<file path="config.mk">
export PLATFORM = sky130hd
export DESIGN_NAME = victim_sel
export DESIGN_NICKNAME = d
export VERILOG_FILES = /design/src/rtl/victim_sel_pkg.sv /design/src/rtl/victim_sel_lfsr.sv /design/src/rtl/victim_sel_rr_ptr.sv /design/src/rtl/victim_sel_fold.sv /design/src/rtl/victim_sel.sv
export SDC_FILE = /design/constraint.sdc
export NUM_CORES = 1
export LEC_CHECK = 0
export ABC_CLOCK_PERIOD_IN_PS = 6390
export BUFFER_PORTS_ARGS = -buffer_cell sky130_fd_sc_hd__buf_4
export CAP_MARGIN = 20
export CORE_MARGIN = 4
export CORE_UTILIZATION = 30
export CTS_CLUSTER_SIZE = 20
export DETAILED_ROUTE_END_ITERATION = 10
export PLACE_DENSITY = 0.57
export SETUP_SLACK_MARGIN = 0.5
export SLEW_MARGIN = 10
export SYNTH_ARGS = -nofsm -noshare
export SYNTH_HDL_FRONTEND = slang
export SYNTH_SLANG_ARGS = --single-unit
</file>
<file path="constraint.sdc">
create_clock -name clk -period 6.39 [get_ports clk]
set_clock_uncertainty 0.05 [all_clocks]
set_input_delay 0.3195 -clock clk [delete_from_list [all_inputs] [get_ports clk]]
set_output_delay 0.3195 -clock clk [all_outputs]
set_load 0.1 [all_outputs]
</file>
<file path="src/rtl/victim_sel_pkg.sv">
package victim_sel_pkg;
  typedef enum logic {
    REPL_RR   = 1'b0,
    REPL_RAND = 1'b1
  } repl_mode_e;
endpackage

</file>
<file path="src/rtl/victim_sel_lfsr.sv">
module victim_sel_lfsr #(
  parameter int          W     = 8,
  parameter logic [W-1:0] TAPS = 8'hB8,
  parameter logic [W-1:0] SEED = 8'h01
) (
  input  logic         clk,
  input  logic         rst_n,
  output logic [W-1:0] state_o
);
  logic [W-1:0] state_q;
  logic         fb;

  assign fb = ^(state_q & TAPS);

  always_ff @(posedge clk) begin
    if (!rst_n) state_q <= SEED;
    else        state_q <= {state_q[W-2:0], fb};
  end

  assign state_o = state_q;


  lfsr_nonzero_chk: assert property (@(posedge clk) disable iff (!rst_n)
    state_q != '0);
endmodule

</file>
<file path="src/rtl/victim_sel_rr_ptr.sv">
module victim_sel_rr_ptr #(
  parameter int WAYS  = 64,
  parameter int IDX_W = $clog2(WAYS)
) (
  input  logic             clk,
  input  logic             rst_n,
  input  logic             advance_i,
  input  logic             load_i,
  input  logic [IDX_W-1:0] base_eff_i,
  output logic [IDX_W-1:0] ptr_eff_o
);
  localparam logic [IDX_W-1:0] LAST = IDX_W'(WAYS - 1);

  logic [IDX_W-1:0] ptr_q;
  logic [IDX_W-1:0] ptr_next;

  always_comb begin
    ptr_eff_o = (ptr_q < base_eff_i) ? base_eff_i : ptr_q;
    if (!advance_i)            ptr_next = ptr_eff_o;
    else if (ptr_eff_o == LAST) ptr_next = base_eff_i;
    else                       ptr_next = ptr_eff_o + 1'b1;
  end

  always_ff @(posedge clk) begin
    if (!rst_n)                 ptr_q <= '0;
    else if (advance_i || load_i) ptr_q <= ptr_next;
  end


  ptr_hold_chk: assert property (@(posedge clk) disable iff (!rst_n)
    (!advance_i && !load_i) |=> $stable(ptr_q));


  ptr_wrap_chk: assert property (@(posedge clk) disable iff (!rst_n)
    (advance_i && ptr_eff_o == LAST) |=> ptr_q == $past(base_eff_i));


  ptr_raise_chk: assert property (@(posedge clk) disable iff (!rst_n)
    (load_i && !advance_i) |=> ptr_q >= $past(base_eff_i));
endmodule

</file>
<file path="src/rtl/victim_sel_fold.sv">
module victim_sel_fold #(
  parameter int WAYS   = 64,
  parameter int IDX_W  = $clog2(WAYS),
  parameter int LFSR_W = 8
) (
  input  logic [IDX_W-1:0]  base_i,
  input  logic [LFSR_W-1:0] rnd_i,
  output logic [IDX_W-1:0]  way_o
);
  localparam logic [IDX_W:0] LAST_X = (IDX_W+1)'(WAYS - 1);

  logic [IDX_W:0] sum;

  always_comb begin
    sum   = {1'b0, base_i} + {1'b0, rnd_i[IDX_W-1:0]};
    way_o = (sum <= LAST_X) ? sum[IDX_W-1:0] : base_i;
  end
endmodule

</file>
<file path="src/rtl/victim_sel.sv">
module victim_sel
  import victim_sel_pkg::*;
#(
  parameter int WAYS   = 64,
  parameter int LFSR_W = 8,
  parameter logic [LFSR_W-1:0] LFSR_TAPS = 8'hB8,
  parameter logic [LFSR_W-1:0] LFSR_SEED = 8'h01,
  localparam int IDX_W = $clog2(WAYS)
) (
  input  logic             clk,
  input  logic             rst_n,
  input  logic             fill_req_i,
  input  logic             mode_rand_i,
  input  logic             lock_load_i,
  input  logic [IDX_W-1:0] lock_base_i,
  output logic             victim_valid_o,
  output logic [IDX_W-1:0] victim_way_o
);
  localparam logic [IDX_W-1:0] LAST = IDX_W'(WAYS - 1);

  repl_mode_e        mode;
  logic [IDX_W-1:0]  base_q;
  logic [IDX_W-1:0]  base_eff;
  logic [IDX_W-1:0]  ptr_eff;
  logic [IDX_W-1:0]  rnd_way;
  logic [IDX_W-1:0]  sel_way;
  logic [LFSR_W-1:0] rnd;
  logic              rr_advance;

  assign mode       = repl_mode_e'(mode_rand_i);
  assign base_eff   = lock_load_i ? lock_base_i : base_q;
  assign rr_advance = fill_req_i && (mode == REPL_RR);

  always_ff @(posedge clk) begin
    if (!rst_n)           base_q <= '0;
    else if (lock_load_i) base_q <= lock_base_i;
  end

  victim_sel_lfsr #(.W(LFSR_W), .TAPS(LFSR_TAPS), .SEED(LFSR_SEED)) lfsr_i (
    .clk(clk), .rst_n(rst_n), .state_o(rnd)
  );

  victim_sel_rr_ptr #(.WAYS(WAYS), .IDX_W(IDX_W)) rr_i (
    .clk(clk), .rst_n(rst_n), .advance_i(rr_advance), .load_i(lock_load_i),
    .base_eff_i(base_eff), .ptr_eff_o(ptr_eff)
  );

  victim_sel_fold #(.WAYS(WAYS), .IDX_W(IDX_W), .LFSR_W(LFSR_W)) fold_i (
    .base_i(base_eff), .rnd_i(rnd), .way_o(rnd_way)
  );

  assign sel_way = (mode == REPL_RAND) ? rnd_way : ptr_eff;

  always_ff @(posedge clk) begin
    if (!rst_n) begin
      victim_valid_o <= 1'b0;
      victim_way_o   <= '0;
    end else begin
      victim_valid_o <= fill_req_i;
      if (fill_req_i) victim_way_o <= sel_way;
    end
  end


  victim_unlocked_chk: assert property (@(posedge clk) disable iff (!rst_n)
    victim_valid_o |-> victim_way_o >= base_q);


  victim_issue_chk: assert property (@(posedge clk) disable iff (!rst_n)
    fill_req_i |=> victim_valid_o);


  victim_idle_chk: assert property (@(posedge clk) disable iff (!rst_n)
    !fill_req_i |=> (!victim_valid_o && $stable(victim_way_o)));


  base_load_chk: assert property (@(posedge clk) disable iff (!rst_n)
    lock_load_i |=> base_q == $past(lock_base_i));


  top_way_only_chk: assert property (@(posedge clk) disable iff (!rst_n)
    (victim_valid_o && base_q == LAST) |-> victim_way_o == LAST);
endmodule

</file>
## Word level (Yosys, flattened, before mapping)

Index checks and enable logic that the tools add are counted.

- Flip-flop bits (word level): 27
- Bits of input ports: 11
- Output and inout bits: 7
- Word-level logic and storage cells: 20

- $add $sub $neg: 2
- $lt $le $gt $ge: 2
- Equality and inequality tests: 1
- Muxes and demuxes: 6
- Bitwise gates (word level): 1
- Reductions and logical operators: 3

Operator list:

| operator | number |
|---|---|
| $mux W6 | 6 |
| $reduce_xor A8 Y1 | 1 |
| $add A6 B6 Y7 | 1 |
| $le A7 B6 Y1 const B | 1 |
| $add A6 B1 Y6 const B | 1 |
| $eq A6 B6 Y1 const B | 1 |
| $lt A6 B6 Y1 | 1 |
| $logic_and A1 B1 Y1 | 1 |
| $logic_or A1 B1 Y1 | 1 |
| $not A1 Y1 | 1 |

## Longest topological paths before layout

- Depth in word-level cells: 6
- Mapped depth: 15
- Gate-level depth less buffers: 13

## Cells and area by module

A second synthesis with hierarchy kept.

- Cell total of the unflattened synthesis: 188
- Area total of the unflattened synthesis: 1791.7 µm²

Modules (own cells, without submodules):

| module | instances | cells an instance | area each (µm²) | seq. area each (µm²) |
|---|---|---|---|---|
| victim_sel_rr_ptr | 1 | 91 | 711.9 | 120.1 |
| victim_sel | 1 | 49 | 548.0 | 260.2 |
| victim_sel_fold | 1 | 29 | 296.5 | 0.0 |
| victim_sel_lfsr | 1 | 19 | 235.2 | 160.2 |

## Worst setup path after synthesis

Ideal clock, no wire load.

- Kind: in2reg
- Start: input lock_load_i
- End: register rr_i.ptr_q[0]
- Library setup time: 0.095 ns
- Arrival: 3.483 ns
- Data required time: 6.245 ns
- Slack: 2.761 ns
- Cell stages on the path: 14
- Buffers on the path: 2
- Path through: buf_2 > mux2i_1 > ha_1 > a211oi_1 > o21ba_2 > clkbuf_1 > a21oi_1 > a21oi_1 > ha_1 > and3_1 > and3_1 > a21boi_0 > o21ai_0 > a221oi_1

- Word-level cells in the longest chain between the ends: 6
- Elaborated cells on any way between the ends: 8
- Classes of those cells: add/sub (1); order compare (1); eq/ne (1); mux (4); reduce/logical (1)

Ends and longest elaborated chain:

| element | RTL line | source |
|---|---|---|
| start: declaration | victim_sel.sv:14 | `input logic lock_load_i,` |
| $mux W6 | - |  |
| $lt A6 B6 Y1 | victim_sel_rr_ptr.sv:18 | `ptr_eff_o = (ptr_q < base_eff_i) ? base_eff_i : ptr_q;` |
| $mux W6 | victim_sel_rr_ptr.sv:18 |  |
| $add A6 B1 Y6 or $eq A6 B6 Y1 (tied branches) | victim_sel_rr_ptr.sv:21, victim_sel_rr_ptr.sv:20 |  |
| $mux W6 | victim_sel_rr_ptr.sv:20 | `else if (ptr_eff_o == LAST) ptr_next = base_eff_i;` |
| $mux W6 | victim_sel_rr_ptr.sv:19 | `if (!advance_i) ptr_next = ptr_eff_o;` |
| end signal: assignment | victim_sel_rr_ptr.sv:26 | `else if (advance_i \|\| load_i) ptr_q <= ptr_next;` |
| end: declaration | victim_sel_rr_ptr.sv:14 | `logic [IDX_W-1:0] ptr_q;` |

Parallel ways exist; a longest one is shown, timed or not.
A chain may end at the register's enable or synchronous reset.

## Worst setup path in the final report

Same ends and word-level chain as after synthesis.

==> results.yml <==
clock_tree:
  cts_resized: 0
  clk_pin_slew_ns: 0.10
  root_buffer: "clkbuf_8"
  cts_hold_buf: 0
  tritoncts: "done"
  h-tree-depth: 1
  cts_setup_buffers: 0
  clock_sinks: 27
  clock_latency_ns: 0.28
  clock_path_buffers: 2
  cts_made_buffers: 3
grt:
  grt_max_degree: 21
  grt.overflow.total: 0
  grt_pass1_wl_microns: 8376
  grt_pass1_vias: 1649
  grt_usage_pct: 13.83
  antenna_found_initial: 0
power_and_ir_drop:
  finalPower_mw: 0.4884
  power-per-cell-area_nw_per_um2: 238.9
  peakVddDrop_v: 0.0001249
  p_leak_nw: 0.8214
timing:
  period_minus_slack_ns: 3.912
  fin_crit_sh_pct: 61.22
  finalWorstSetupSlack_ns: 2.478
  holdWs_ns: 0.2646
  rsz0062_at_grt: "no"
  setup_viol: 0
  relSlewSlack_pct: 50.17
  slew_viol_final: 0
  hold_viol_final: 0
  finalSetupTns_ns: 0
  tightest_slew_ns: 0.7475
  clock.fmax_ghz: 0.2556
floorplan:
  rows: 28
  die_h_microns: 85.98
  die_area_sq_um: 7393
  ios: 18
  core_area_sq_um: 5921
  start_util_pct: 30.81
  die_w_microns: 85.98
setup_path:
  slowest_delay_ns: 0.63
  required_ns: 6.54
  critPathLaunchType: "input pin"
  crit_slowest_cell: "mux2i_1"
  crit_type: "input pin to flop"
  worst_ep_arrival_time_ns: 4.06
  crit_path_end_kind: "flop"
  path_cells: "buf_4 -> mux2i_1 -> ha_1 -> nand4_1 -> a211oi_1 -> nor2_2 -> a21oi_1 -> ha_1 -> and3_1 -> and3_1 -> a21boi_0 -> o21ai_0 -> a221oi_1"
  critical_path_peak_fanout: 14
worst_hold_path:
  hp-class: "input pin to flop"
cells_and_area:
  diodes: 0
  n_fill_cell: 641
  final_cells: 304
  fin_util_pct: 34.53
  syn_to_final_growth_pct: 12.07
  seq_area_sq_um: 540.5
  drive_gt1_share_pct: 12.23
  layout.nets: 254
  multiInputGateArea_sq_um: 1192
  stdcell_area_sq_um: 2044
logic_synthesis:
  syn_nets: 242
  synth_ff_type: "dfxtp_1"
  syn_area_sq_um: 1824
  ys.warnings.count: 0
  yosysSeqAreaShare_pct: 29.63
  netlist_top_cells_area: "dfxtp_1, ha_1, a211o_1"
  synth_top_area_cell: "dfxtp_1"
  synth_top_area_share_pct: 29.63
  synthCells: 218
  yosysMostFrequentCell: "dfxtp_1"
  syn_area_per_cell_sq_um: 8.368
  ys_types: 49
  synth-seq-cells: 27
  ys_top_cells_by_count: "dfxtp_1, nor2_1, o21ai_0"
  synth_edf_count: 0
  async_flop_share_pct: 0
route:
  viasPerCell: 5.661
  totalWireLength_microns: 4911
  routedWlPerCell_microns: 16.15
  drtIter0Drc: 148
  via_count: 1721
  drc_errors: 0
  ant_nets: 0
  dr.pass1.iters: 4
place:
  place_inst: 300
  place_congestion: 0.8965
  dp_slack_ns: 2.229
  hpwl_microns: 3723
  portBuffers: 17
  place_area_sq_um: 1999
job:
  cap_violations: 0
outcome:
  status: "complete, no violations"
## worst max-delay path: cells and delay by family
family	cells	cell delay, ns
compound gates	5	1.58
fa+ha+maj	2	0.53
buf+inv	1	0.19
mux	1	0.63
simple gates	4	0.80
## state kept, by name, indices dropped and copies added (netlist names)
| signal | flops |
|---|---|
| base_q | 6 |
| victim_way_o | 6 |
| victim_valid_o | 1 |
| lfsr_i.state_o | 8 |
| rr_i.ptr_q | 6 |
## path summary, 6_finish.rpt
path / from / end / slack (ns) / cells past startpoint
worst max-delay path: lock_load_i / rr_i.ptr_q[0]$_SDFFE_PN0P_ / 2.48 / 13
worst min-delay path: rst_n / lfsr_i.state_o[0]$_SDFF_PN1_ / 0.26 / 2
worst max register to register: base_q[4]$_SDFF_PN0_ / rr_i.ptr_q[0]$_SDFFE_PN0P_ / 2.49 / 12
worst min register to register: lfsr_i.state_o[6]$_SDFF_PN0_ / lfsr_i.state_o[7]$_SDFF_PN0_ / 0.39 / 1
## metal layers
layer / up-vias / share of wire, % / wire length (microns) / GRT usage [%]
met3: 5 / 5.4 / 266 / 3.170
met1: 812 / 48 / 2379 / 18.72
li1: 851 / - / - / -
met5: - / 0 / 0 / 0
met4: 0 / 0.69 / 34 / 3.309
met2: 53 / 45 / 2230 / 22.21
## cell families after synthesis
family          synth area share, %
flops                         29.63
xor+xnor                      2.401
mux                           5.830
simple gates                  18.93
compound gates                28.88
fa+ha+maj                     9.328
buf+inv                       5.006
## layout make-up
class | instances | share of cell area (%)
clock buffers | 4 | 2.203
inverters | 12 | 2.203
multi-input cells | 169 | 58.32
flip-flops and latches | 27 | 26.44
well taps | 75 | 4.590
repair buffers | 17 | 6.242
## where the power goes
part	switching, mW	total [mW]	internal [mW]
combinational	0.124	0.190	0.0656
sequential	0.0150	0.197	0.182
clock	0.0570	0.102	0.0449
total	0.196	0.488	0.292
## cell usage in the layout, fill, tap and decap left out, drive strengths merged, types with 9 or more instances in the layout
cell type / synthesis / final
buf: 3 / 17
ha: 12 / 12
inv: 12 / 12
a211o: 9 / 9
nor2: 16 / 16
nand2: 9 / 9
a31oi: 10 / 10
and2: 9 / 9
dfxtp: 27 / 27
o21ai: 15 / 15
a21oi: 10 / 10
(Power assumes the default switching activity.)
